$ cat src/rtl/memcmd_pkg.sv
package memcmd_pkg;

    localparam int WORD_W = 32;
    localparam int OP_BIT = 31;

    typedef enum logic [2:0] {
        ST_IDLE       = 3'd0,
        ST_WAIT_DATA  = 3'd1,
        ST_ISSUE      = 3'd2,
        ST_WAIT_RDATA = 3'd3,
        ST_RESPOND    = 3'd4
    } parse_state_t;

endpackage

$ cat src/rtl/memcmd_word_split.sv
module memcmd_word_split
    import memcmd_pkg::*;
#(
    parameter int ADDR_W = 31,
    parameter int DATA_W = 32
) (
    input  logic [WORD_W-1:0] word,
    output logic              is_read,
    output logic [ADDR_W-1:0] addr_field,
    output logic [DATA_W-1:0] data_field
);

    // Operation flag sits in the top bit; address and data fill from bit 0.
    always_comb begin
        is_read    = word[OP_BIT];
        addr_field = word[ADDR_W-1:0];
        data_field = word[DATA_W-1:0];
    end

endmodule

$ cat src/rtl/memcmd_hold_reg.sv
module memcmd_hold_reg #(
    parameter int W = 32
) (
    input  logic         clk,
    input  logic         rst,
    input  logic         load,
    input  logic [W-1:0] d,
    output logic [W-1:0] q
);

    always_ff @(posedge clk) begin
        if (rst) begin
            q <= '0;
        end else if (load) begin
            q <= d;
        end
    end

endmodule

$ cat src/rtl/memcmd_fsm.sv
module memcmd_fsm
    import memcmd_pkg::*;
(
    input  logic         clk,
    input  logic         rst,
    input  logic         word_valid,
    input  logic         word_is_read,
    input  logic         pend_write,
    input  logic         rd_valid,
    input  logic         rsp_take,
    output parse_state_t state,
    output logic         ready,
    output logic         strobe,
    output logic         take_first,
    output logic         take_second,
    output logic         take_rsp,
    output logic         rsp_pending
);

    parse_state_t nxt;

    // State register
    always_ff @(posedge clk) begin
        if (rst) begin
            state <= ST_IDLE;
        end else begin
            state <= nxt;
        end
    end

    // Transitions
    always_comb begin
        nxt = state;
        unique case (state)
            ST_IDLE: begin
                if (word_valid) begin
                    nxt = word_is_read ? ST_ISSUE : ST_WAIT_DATA;
                end
            end
            ST_WAIT_DATA: begin
                if (word_valid) begin
                    nxt = ST_ISSUE;
                end
            end
            ST_ISSUE: begin
                nxt = pend_write ? ST_IDLE : ST_WAIT_RDATA;
            end
            ST_WAIT_RDATA: begin
                if (rd_valid) begin
                    nxt = ST_RESPOND;
                end
            end
            ST_RESPOND: begin
                if (rsp_take) begin
                    nxt = ST_IDLE;
                end
            end
            default: nxt = ST_IDLE;
        endcase
    end

    // Outputs per state
    always_comb begin
        ready       = 1'b0;
        strobe      = 1'b0;
        take_first  = 1'b0;
        take_second = 1'b0;
        take_rsp    = 1'b0;
        rsp_pending = 1'b0;
        unique case (state)
            ST_IDLE: begin
                ready      = 1'b1;
                take_first = word_valid;
            end
            ST_WAIT_DATA: begin
                ready       = 1'b1;
                take_second = word_valid;
            end
            ST_ISSUE: begin
                strobe = 1'b1;
            end
            ST_WAIT_RDATA: begin
                take_rsp = rd_valid;
            end
            ST_RESPOND: begin
                rsp_pending = 1'b1;
            end
            default: begin
                ready = 1'b0;
            end
        endcase
    end

endmodule

$ cat src/rtl/memcmd_decoder.sv
module memcmd_decoder
    import memcmd_pkg::*;
#(
    parameter int ADDR_W = 31,
    parameter int DATA_W = 32
) (
    input  logic              clk,
    input  logic              rst,
    input  logic              cmd_valid,
    output logic              cmd_ready,
    input  logic [31:0]       cmd_word,
    output logic              rsp_valid,
    input  logic              rsp_ready,
    output logic [31:0]       rsp_word,
    output logic              mem_en,
    output logic              mem_we,
    output logic [ADDR_W-1:0] mem_addr,
    output logic [DATA_W-1:0] mem_wdata,
    input  logic              mem_rvalid,
    input  logic [DATA_W-1:0] mem_rdata
);

    localparam int PAD_W = WORD_W - DATA_W;

    parse_state_t st;
    logic              w_is_read;
    logic [ADDR_W-1:0] w_addr;
    logic [DATA_W-1:0] w_data;
    logic              take_first;
    logic              take_second;
    logic              take_rsp;
    logic              we_q;
    logic [WORD_W-1:0] rdata_ext;

    memcmd_word_split #(.ADDR_W(ADDR_W), .DATA_W(DATA_W)) u_split (
        .word       (cmd_word),
        .is_read    (w_is_read),
        .addr_field (w_addr),
        .data_field (w_data)
    );

    memcmd_fsm u_fsm (
        .clk          (clk),
        .rst          (rst),
        .word_valid   (cmd_valid),
        .word_is_read (w_is_read),
        .pend_write   (we_q),
        .rd_valid     (mem_rvalid),
        .rsp_take     (rsp_ready),
        .state        (st),
        .ready        (cmd_ready),
        .strobe       (mem_en),
        .take_first   (take_first),
        .take_second  (take_second),
        .take_rsp     (take_rsp),
        .rsp_pending  (rsp_valid)
    );

    memcmd_hold_reg #(.W(1)) u_we (
        .clk(clk), .rst(rst), .load(take_first), .d(~w_is_read), .q(we_q)
    );

    memcmd_hold_reg #(.W(ADDR_W)) u_addr (
        .clk(clk), .rst(rst), .load(take_first), .d(w_addr), .q(mem_addr)
    );

    memcmd_hold_reg #(.W(DATA_W)) u_wdata (
        .clk(clk), .rst(rst), .load(take_second), .d(w_data), .q(mem_wdata)
    );

    generate
        if (PAD_W > 0) begin : g_pad
            assign rdata_ext = {{PAD_W{1'b0}}, mem_rdata};
        end else begin : g_full
            assign rdata_ext = mem_rdata;
        end
    endgenerate

    memcmd_hold_reg #(.W(WORD_W)) u_rsp (
        .clk(clk), .rst(rst), .load(take_rsp), .d(rdata_ext), .q(rsp_word)
    );

    assign mem_we = we_q;

endmodule

$ cat config.mk
export PLATFORM = sky130hd
export DESIGN_NAME = memcmd_decoder
export DESIGN_NICKNAME = d
export VERILOG_FILES = /design/src/rtl/memcmd_pkg.sv /design/src/rtl/memcmd_word_split.sv /design/src/rtl/memcmd_hold_reg.sv /design/src/rtl/memcmd_fsm.sv /design/src/rtl/memcmd_decoder.sv
export SDC_FILE = /design/constraint.sdc
export NUM_CORES = 1
export LEC_CHECK = 0
export BUFFER_PORTS_ARGS = -buffer_cell sky130_fd_sc_hd__buf_2
export CORE_MARGIN = 2
export CORE_UTILIZATION = 23
export CTS_CLUSTER_SIZE = 10
export DETAILED_ROUTE_END_ITERATION = 6
export GPL_TIMING_DRIVEN = 0
export PLACE_DENSITY = 0.53
export SETUP_SLACK_MARGIN = 0.05
export SYNTH_ARGS = -nofsm -noshare
export SYNTH_HDL_FRONTEND = slang
export SYNTH_SLANG_ARGS = --single-unit
$ cat constraint.sdc
create_clock -name clk -period 2.06 [get_ports clk]
set_input_delay 0.206 -clock clk [delete_from_list [all_inputs] [get_ports clk]]
set_output_delay 0.206 -clock clk [all_outputs]
set_load 0.02 [all_outputs]
==> run metrics, run 1 <==
CP startpoint kind flip-flop; DRT Pass-1 Iters 4; H-tree levels 3; Net Switching 1.19 mW; Tightest Pin Transition 0.653 ns; Nets 689; Num CTS Buffers 9; routed wire length per instance 12.9 um; FF+latch count, synth 99; Net Sw Frac 27.2%; leading cell types in the layout, fill and taps excluded nand2_1, buf_2, dfxtp_1, a21oi_1, a21oi_2; gate count after technology mapping 443; Netlist cell types 25; share of post-route cells with drive strength above 1 37.3%; RSZ-0062 raised after global routing false; Main synth FF type dfxtp_1; commonest non-fill, non-tap cell in the layout nand2_1; CP Data Required Time 1.85 ns; Clock power frac 37.5%; total gr overflow 0; register area share after synthesis 53.9%; Min-Delay Path Class primary input to flip-flop; Tmin final 1.65 ns; Slew Limit Fails 0; final hold slack 0.0956 ns; CP Max Fanout 10; Post-synth EDFFs 0; Post-DP HPWL 8.15 mm; Peak VDD IR 0.481 mV; max_slew headroom 56.4%; Die W 130 um; GP Congestion 0.711; post-layout util 32.1%; Max-cap violations 0; Internal 3.18 mW; Routed Antenna Nets 0; hold buffers post-CTS 0; TNS Setup 0 ns; CP startpoint u_fsm.state[1]$_SDFFE_PP0P_; Comb pwr share 15.3%; Area Overhead vs Synth 37.9%; Post CTS Setup Buffer Count 0; outcome complete, no violations; Setup crit end kind primary output; cts repair resizes 0; Die ar. 17000 um2; power share of the sequential group 47.1%; final hold violations 0; worst skew pair latency 0.34 ns; I/O pins 168; post-synthesis average cell area 8.30 um2; hold_sp mem_rdata[23]; Post-Route WL 10.8 mm; PortBufs 166; CP Data Arrival Time 1.44 ns; root buf cell clkbuf_16; CP Class flip-flop to primary output; core area 15800 um2; DR vias 3442; Longest Clk Path Bufs 2; Via density 4.09; skew final 0.00888 ns; DRC 0; Pleak 2.21 nW; Reg2Reg Launch Point u_fsm.state[1]$_SDFFE_PP0P_; vias in the first global route 3196; total track usage 12.6%; 1st-iter DRT viols 115; row count 46; CTS tree yes; share of synthesized registers carrying an async set or reset 0%; global-route wire length before repair 16.7 mm; final worst-path cycle share 80.0%; Fmax 607 MHz; clk slew on worst S/H paths 0.07 ns; Starting Density 23.3%; syn_nets 512; final setup fails 0; TritonCTS Sinks 99; largest net degree at the start of global routing 16; chip height 130 um; PwrDens 861 nW/um2; total power 4.36 mW; Antenna diodes 0; initial antenna violation count 0; synth warn 0; Cell Area, Synth 3670 um2
-- routing by layer --
layer | track usage [%] | vias to the layer above | share of wire [%]
met5 | 0 | - | 0
met1 | 15.7 | 1542 | 45
li1 | - | 1784 | -
met4 | 3.57 | 0 | 1.1
met3 | 5.05 | 8 | 9.0
met2 | 20.1 | 108 | 45
-- critical path, stage by stage, from the launching register on --
cell and delay [ns]:
dfxtp_1 0.46, buf_2 0.26, nor3b_1 0.18, buf_2 0.20
-- power by group through the flow --
stage,Clock (mW),Combinational [mW],Sequential [mW]
after global placement,0,0.678,2.10
after CTS,1.71,0.681,2.06
after detailed placement,0,0.679,2.10
after floorplan,0,0.309,2.21
after global routing,1.77,0.739,2.07
final,1.64,0.668,2.06
-- cells in the mapped netlist, drive strengths merged (2+ instances only) --
cell / n / share of area, %
dfxtp: 99 / 54
nand2: 190 / 20
a211oi: 2 / 0.41
a21oi: 96 / 15
nor3b: 2 / 0.41
nor2: 4 / 0.41
buf: 24 / 4.9
nor2b: 2 / 0.34
clkbuf: 12 / 1.2
-- cell type report --
type                       count  area (um2)
buffer                        36         225
clock buffer                  13         270
clock inverter                 3        21.3
fill                        1766       10700
multi-input combinational    308        1470
sequential                    99        1980
tap                          216         270
timing repair buffer         166         831
-- state kept, by name (all words and copies together), names as in the netlist --
name,flops
u_rsp.q,32
u_wdata.q,32
u_we.q,1
u_addr.q,31
u_fsm.state,3
-- final timing paths --
check / endpoint / slack (ns) / depth (start not counted)
hold reg to reg: u_addr.q[5]$_SDFFE_PP0P_ / 0.45 / 2
setup / recovery: mem_en / 0.41 / 3
hold / removal: u_rsp.q[23]$_SDFFE_PP0P_ / 0.1 / 3
setup reg to reg: u_fsm.state[0]$_SDFFE_PP0P_ / 0.54 / 3
-- logic make-up after synthesis --
group	after synthesis	share of synthesized area [%]
simple gates	206	23.3
buf+inv	36	6.13
compound gates	101	16.3
flops	99	53.9
mux	1	0.306
-- metrics by stage --
step / cells / instance area, um2 / worst slack [ns]
global route: 841 / 5070 / 0.311
detailed placement: 825 / 4780 / 0.348
floorplan: 443 / 3670 / 0.651
CTS: 841 / 5070 / 0.406
global placement: 825 / 4780 / 0.340
finish: 841 / 5070 / 0.412
(Power assumes the default switching activity.)
==> inputs of run 2 (changes only) <==
--- a/config.mk
+++ b/config.mk
@@ -5,6 +5,7 @@
 export SDC_FILE = /design/constraint.sdc
 export NUM_CORES = 1
 export LEC_CHECK = 0
+export ABC_AREA = 1
 export BUFFER_PORTS_ARGS = -buffer_cell sky130_fd_sc_hd__buf_2
 export CORE_MARGIN = 2
 export CORE_UTILIZATION = 23
==> constraint.sdc (replaced) <==
create_clock -name clk -period 1.55 [get_ports clk]
set_input_delay 0.155 -clock clk [delete_from_list [all_inputs] [get_ports clk]]
set_output_delay 0.155 -clock clk [all_outputs]
set_load 0.02 [all_outputs]
==> run metrics, run 2 <==
outcome complete, no violations (unchanged); final worst-path cycle share 92.3%; Area Overhead vs Synth 40.4% (was 37.9%); Synth area leader dfxtp_1 (unchanged); global-route wire length before repair 17.7 mm (was 16.7 mm); Longest Clk Path Bufs 2 (unchanged); RSZ-0062 raised after global routing false (unchanged); commonest non-fill, non-tap cell in the layout buf_2 (was nand2_1); routed wire length per instance 13.5 um (was 12.9 um); total track usage 13.5% (was 12.6%); hold_sp cmd_word[13] (was mem_rdata[23]); gate count after technology mapping 467 (was 443); TNS Setup 0 ns (unchanged); hold path depth 3 (unchanged); register area share after synthesis 53.7% (was 53.9%); TritonCTS Sinks 99 (unchanged); CP max stage cell dfxtp_4 (was dfxtp_1); multi-input logic area 1470 um2 (about the same); H-tree levels 3 (unchanged); Largest regs u_rsp.q x32, u_wdata.q x32, u_addr.q x31 (unchanged); crit-path cells nor3_4 -> buf_6 -> inv_2 -> nand2_2 -> buf_6 (was buf_2 -> nor3b_1 -> buf_2); CP dominant cell by count buf_6 (was buf_2); Post-Route WL 11.7 mm (was 10.8 mm); initial antenna violation count 1 (was 0); CP startpoint kind flip-flop (unchanged); clk slew on worst S/H paths 0.07 ns (about the same); vias in the first global route 3427 (was 3196); final setup fails 0 (unchanged); Fmax 699 MHz; total gr overflow 0 (unchanged); Inst Count DP 848 (was 825); flip-flop and latch area 1990 um2 (was 1980 um2); CP Data Arrival Time 1.28 ns (was 1.44 ns); 1st-iter DRT viols 119 (was 115); Max-cap violations 0 (unchanged); Post-synth EDFFs 0 (unchanged); Synth top cells by count dfxtp_1, nand2_1, nand3_1 (was nand2_1, dfxtp_1, a21oi_1); largest net degree at the start of global routing 16 (unchanged); skew final 0.00463 ns (was 0.00888 ns); Post-DP HPWL 8.49 mm (was 8.15 mm); Routed Antenna Nets 0 (unchanged); share of synthesized registers carrying an async set or reset 0% (unchanged); synth warn 0 (unchanged); Die ar. 17100 um2 (was 17000 um2); DRC 0 (unchanged); Main synth FF type dfxtp_1 (unchanged); worst reg2reg path depth 7 (was 3); syn_nets 536 (was 512); flop-to-flop setup slack 0.15 ns (was 0.54 ns); DR vias 3696 (was 3442); CP Class flip-flop to primary output (unchanged); final hold violations 0 (unchanged); leading cell types in the layout, fill and taps excluded buf_2, dfxtp_1, nand2_1, nand3_1, nor2_1 (was nand2_1, buf_2, dfxtp_1, a21oi_1, a21oi_2); Tightest Pin Transition 0.548 ns (was 0.653 ns); hold buffers post-CTS 0 (unchanged); CP Max Fanout 7 (was 10); Die W 131 um (was 130 um); RR Endpoint u_wdata.q[3]$_SDFFE_PP0P_ (was u_fsm.state[0]$_SDFFE_PP0P_); GP Congestion 0.724 (was 0.711); I/O pins 168 (unchanged); final std cells w/o fill 867 (was 841); Cell Area, Synth 3690 um2 (was 3670 um2); CP Data Required Time 1.39 ns (was 1.85 ns); max_slew headroom 63.5% (was 56.4%); Peak VDD IR 0.597 mV (was 0.481 mV); Crit path largest cell delay 0.38 ns (was 0.46 ns); Critical path buffers and inverters 3 (was 2); CP delay by family, top flip-flops (unchanged); Via density 4.26 (was 4.09); chip height 131 um (was 130 um); share of post-route cells with drive strength above 1 33.8% (was 37.3%); Starting Density 23.4% (was 23.3%); CTS tree yes (unchanged); post-synthesis average cell area 7.90 um2 (was 8.30 um2); Setup crit end kind primary output (unchanged); Netlist cell types 21 (was 25); core area 15800 um2 (unchanged); dominant cell by count in the synthesized netlist dfxtp_1 (was nand2_1); Reg2Reg Launch Point u_fsm.state[0]$_SDFFE_PP0P_ (was u_fsm.state[1]$_SDFFE_PP0P_); row count 46 (unchanged); DRT Pass-1 Iters 4 (unchanged); Min-Delay Path Class primary input to flip-flop (unchanged); WHS Endpoint u_wdata.q[13]$_SDFFE_PP0P_ (was u_rsp.q[23]$_SDFFE_PP0P_); worst skew pair latency 0.35 ns (was 0.34 ns); fillers 1741 (was 1766); Num CTS Buffers 9 (unchanged); PortBufs 165 (was 166); Slew Limit Fails 0 (unchanged); top post-synthesis cells by area dfxtp_1, nand3_1, a21oi_1 (was dfxtp_1, nand2_1, a21oi_1); Tmin final 1.43 ns; PwrDens 1620 nW/um2 (was 861 nW/um2); Synth top area share 53.7% (was 53.9%); FF+latch count, synth 99 (unchanged); root buf cell clkbuf_16 (unchanged); Antenna diodes 0 (unchanged); Nets 715 (was 689); Pleak 2.41 nW (was 2.21 nW)
-- run 2: changes by cell type after synthesis, moves of 3 or more --
cell	delta
nand2_1	-112
o21ai_0	+30
nor2_1	+64
inv_1	+9
a21oi_2	-20
nand3_1	+69
buf_6	-3
clkbuf_1	+4
a21oi_1	-9
-- run 2: cell families (layout without fill, tap and decap cells) --
kind of cell	count (synthesis)	after routing	synth area share, %
AO/OA/AOI/OAI	100	100	13.6
AND/OR/NAND/NOR	219	219	25.8
buffers and inverters	49	233	6.89
flip-flops	99	99	53.7
-- run 2: worst max path at each step --
stage / slack [ns] / end / cells past startpoint / startpoint
2_1_floorplan: 0.27 / cmd_ready / 5 / u_fsm.state[2]$_SDFFE_PP0P_
3_5_place_dp: 0.005 / u_addr.q[5]$_SDFFE_PP0P_ / 6 / u_fsm.state[2]$_SDFFE_PP0P_
4_1_cts: 0.04 / cmd_ready / 6 / u_fsm.state[0]$_SDFFE_PP0P_
3_3_place_gp: 0.02 / u_addr.q[5]$_SDFFE_PP0P_ / 6 / u_fsm.state[2]$_SDFFE_PP0P_
6_report: 0.12 / cmd_ready / 5 / u_fsm.state[2]$_SDFFE_PP0P_
5_1_grt: 0.05 / u_wdata.q[11]$_SDFFE_PP0P_ / 7 / u_fsm.state[0]$_SDFFE_PP0P_
-- run 2: routing by layer --
metal	GRT usage (%)	up-vias	part of all wire, %
met3	4.15	13	7.4
met1	17.2	1671	45
met5	0	-	0.11
met4	5.07	2	1.6
met2	21.4	104	46
li1	-	1906	-
-- run 2: cell type report --
type,count,share of cell area (%)
multi-input combinational,319,28.3
clock buffer,12,5.14
buffer,36,4.42
timing repair buffer,170,16.7
sequential,99,38.4
tap,216,5.22
inverter,11,0.845
clock inverter,4,0.918
-- run 2: tightest hold or removal path: stages --
cell    delay, ns
buf_2        0.09
nor2_1       0.04
nor2_1       0.08
-- run 2: report_power, final --
| part | switching [mW] | internal [mW] |
|---|---|---|
| registers | 0.232 | 2.96 |
| clock network | 0.988 | 1.38 |
| logic | 1.82 | 1.03 |
| total | 3.04 | 5.38 |
-- run 2: metrics by stage --
stage | instance area [um2] | hold WS [ns] | setup slack, ns | util (%) | total power [mW]
2_1_floorplan | 3690 | 0.290 | 0.271 | - | 4.99
3_3_place_gp | 4780 | 0.399 | 0.0237 | 30.3 | 5.96
4_1_cts | 5120 | 0.0362 | 0.0361 | 32.5 | 8.45
5_1_grt | 5180 | 0.0395 | 0.0494 | 32.8 | 8.91
6_report | 5180 | 0.0473 | 0.120 | 32.8 | 8.42
3_5_place_dp | 4780 | 0.404 | 0.00460 | 30.3 | 5.96
-- run 2: what timing repair did --
action	4_1_cts	5_1_grt
setup buffers	2	2
pin swaps	1	2
cloned	0	1
endpoints found under the setup margin	22	54
resized for setup	4	27
==> inputs of run 3 (changes only) <==
--- a/config.mk
+++ b/config.mk
@@ -6,13 +6,14 @@
 export NUM_CORES = 1
 export LEC_CHECK = 0
 export ABC_AREA = 1
-export BUFFER_PORTS_ARGS = -buffer_cell sky130_fd_sc_hd__buf_2
+export BUFFER_PORTS_ARGS = -buffer_cell sky130_fd_sc_hd__clkbuf_2
 export CORE_MARGIN = 2
 export CORE_UTILIZATION = 23
 export CTS_CLUSTER_SIZE = 10
 export DETAILED_ROUTE_END_ITERATION = 6
 export GPL_TIMING_DRIVEN = 0
 export PLACE_DENSITY = 0.53
+export RECOVER_POWER = 50
 export SETUP_SLACK_MARGIN = 0.05
 export SYNTH_ARGS = -nofsm -noshare
 export SYNTH_HDL_FRONTEND = slang
==> run metrics, run 3 (synthesis results as in run 2) <==
global-route wire length before repair 17.5 mm (was 17.7 mm); CP Data Required Time 1.39 ns (about the same); Nets 714 (was 715); CP max stage cell dfxtp_4 (unchanged); row count 46 (unchanged); TritonCTS Sinks 99 (unchanged); DR vias 3656 (was 3696); RSZ-0062 raised after global routing true (was false); worst reg2reg path depth 6 (was 7); Tightest Pin Transition 0.551 ns (was 0.548 ns); Tmin final 1.46 ns (was 1.43 ns); crit-path cells nor3_4 -> buf_6 -> inv_1 -> nand2_1 -> clkbuf_8 (was nor3_4 -> buf_6 -> inv_2 -> nand2_2 -> buf_6); hold buffers post-CTS 0 (unchanged); outcome complete, no violations (unchanged); worst skew pair latency 0.35 ns (about the same); final worst-path cycle share 94.1% (was 92.3%); CP Max Fanout 7 (unchanged); Crit path largest cell delay 0.38 ns (about the same); power share of the sequential group 39.8% (was 38.0%); Fmax 685 MHz (was 699 MHz); DRT Pass-1 Iters 4 (unchanged); vias in the first global route 3369 (was 3427); 1st-iter DRT viols 135 (was 119); Routed Antenna Nets 0 (unchanged); Area Overhead vs Synth 35.7% (was 40.4%); total gr overflow 0 (unchanged); max_slew headroom 63.3% (was 63.5%); hold_sp cmd_word[16] (was cmd_word[13]); CP Data Arrival Time 1.30 ns (was 1.28 ns); Post-DP HPWL 8.48 mm (was 8.49 mm); GP Congestion 0.715 (was 0.724); Net Sw Frac 37.2% (was 36.1%); busiest grt layer met2 (unchanged); Via density 4.22 (was 4.26); chip height 131 um (unchanged); flop-to-flop setup slack 0.18 ns (was 0.15 ns); Max-cap violations 0 (unchanged); Peak VDD IR 0.510 mV (was 0.597 mV); Die ar. 17100 um2 (unchanged); CP startpoint kind flip-flop (unchanged); TNS Setup 0 ns (unchanged); Internal 5.06 mW (was 5.38 mW); final std cells w/o fill 866 (was 867); met2 usage 21.8% (was 21.4%); Starting Density 23.4% (unchanged); Net Switching 3.00 mW (was 3.04 mW); Inst Count DP 848 (unchanged); H-tree levels 3 (unchanged); M1 GR Usage 16.5% (was 17.2%); leading cell types in the layout, fill and taps excluded clkbuf_1, dfxtp_1, nand2_1, nand3_1 (was buf_2, dfxtp_1, nand2_1, nand3_1, nor2_1); Min-Delay Path Class primary input to flip-flop (unchanged); root buf cell clkbuf_16 (unchanged); skew final 0.00527 ns (was 0.00463 ns); Setup crit end kind primary output (unchanged); share of post-route cells with drive strength above 1 18.5% (was 33.8%); Longest Clk Path Bufs 2 (unchanged); Pleak 1.99 nW (was 2.41 nW); RR Endpoint u_addr.q[9]$_SDFFE_PP0P_ (was u_wdata.q[3]$_SDFFE_PP0P_); Antenna diodes 0 (unchanged); largest net degree at the start of global routing 16 (unchanged); final setup fails 0 (unchanged); core area 15800 um2 (unchanged); Clock power frac 26.7% (was 28.1%); CP Class flip-flop to primary output (unchanged); final hold violations 0 (unchanged); Largest regs u_rsp.q x32, u_wdata.q x32, u_addr.q x31 (unchanged); Post-Route WL 11.6 mm (was 11.7 mm); routed wire length per instance 13.4 um (was 13.5 um); I/O pins 168 (unchanged); Reg2Reg Launch Point u_fsm.state[2]$_SDFFE_PP0P_ (was u_fsm.state[0]$_SDFFE_PP0P_); GRT met3 Usage 4.56% (was 4.15%); total track usage 13.5% (about the same); initial antenna violation count 0 (was 1); Slew Limit Fails 0 (unchanged); commonest non-fill, non-tap cell in the layout clkbuf_1 (was buf_2); DRC 0 (unchanged); PwrDens 1610 nW/um2 (was 1620 nW/um2); Num CTS Buffers 9 (unchanged); Die W 131 um (unchanged); clk slew on worst S/H paths 0.07 ns (about the same); CTS tree yes (unchanged); hold path depth 3 (unchanged); Comb pwr share 33.5% (was 33.9%); PortBufs 165 (unchanged); WHS Endpoint u_wdata.q[16]$_SDFFE_PP0P_ (was u_wdata.q[13]$_SDFFE_PP0P_)
-- run 3: cell types whose count changed in the layout (fill, tap and decap cells not counted), moves of 4 or more --
cell	before	now
buf_2	171	6
buf_6	11	7
clkbuf_1	16	113
clkbuf_2	0	67
-- run 3: area by class of cell --
class                   instances  area (um2)
inverters                      11        41.3
well taps                     216         270
plain buffers                  36         218
multi-input cells             319        1460
flip-flops and latches         99        1990
fillers                      1771       10800
clock inverters                 4        25.0
repair buffers                169         747
clock buffers                  12         256
-- run 3: per-stage QoR --
step	hold WS (ns)	util (%)	cell area, um2	total power [mW]	setup slack (ns)
after global routing	0.0310	31.7	5000	8.63	0.0222
after global placement	0.398	30.3	4780	5.96	0.0172
after CTS	0.0270	32.3	5090	8.28	0.0162
after detailed placement	0.403	30.3	4780	5.97	0.0192
after floorplan	0.290	-	3690	4.99	0.271
final	0.0439	31.7	5000	8.06	0.0909
-- run 3: what timing repair did --
| action | in CTS | in global routing |
|---|---|---|
| setup endpoints to repair | 22 | 51 |
| resized for setup | 4 | 19 |
| pin swaps | 1 | 2 |
| buffers inserted | 2 | 2 |
-- run 3: power groups by stage --
stage,Combinational (mW),Clock [mW],Sequential [mW]
after CTS,2.85,2.25,3.18
final,2.70,2.15,3.21
after global placement,2.74,0,3.22
after floorplan,1.32,0,3.67
after detailed placement,2.75,0,3.22
after global routing,3.01,2.35,3.26
-- run 3: per-layer routing --
layer	vias to the layer above	routed length [um]
met5	-	0
met4	0	179
met3	12	831
met2	107	5270
met1	1633	5320
li1	1904	-
-- run 3: worst max-delay path, delay by kind of cell, from the launching register on --
family / cells / cell delay, ns
and+or+nand+nor: 2 / 0.27
DFF: 1 / 0.38
buffers and inverters: 3 / 0.29
-- run 3: how the worst max path moves through the flow --
stage	start	endpoint	slack (ns)	depth (start not counted)
2_1_floorplan	u_fsm.state[2]$_SDFFE_PP0P_	cmd_ready	0.27	5
3_3_place_gp	u_fsm.state[2]$_SDFFE_PP0P_	u_addr.q[5]$_SDFFE_PP0P_	0.02	6
3_5_place_dp	u_fsm.state[2]$_SDFFE_PP0P_	u_addr.q[10]$_SDFFE_PP0P_	0.02	6
4_1_cts	u_fsm.state[0]$_SDFFE_PP0P_	cmd_ready	0.02	6
5_1_grt	u_fsm.state[2]$_SDFFE_PP0P_	cmd_ready	0.02	5
6_report	u_fsm.state[2]$_SDFFE_PP0P_	cmd_ready	0.09	5
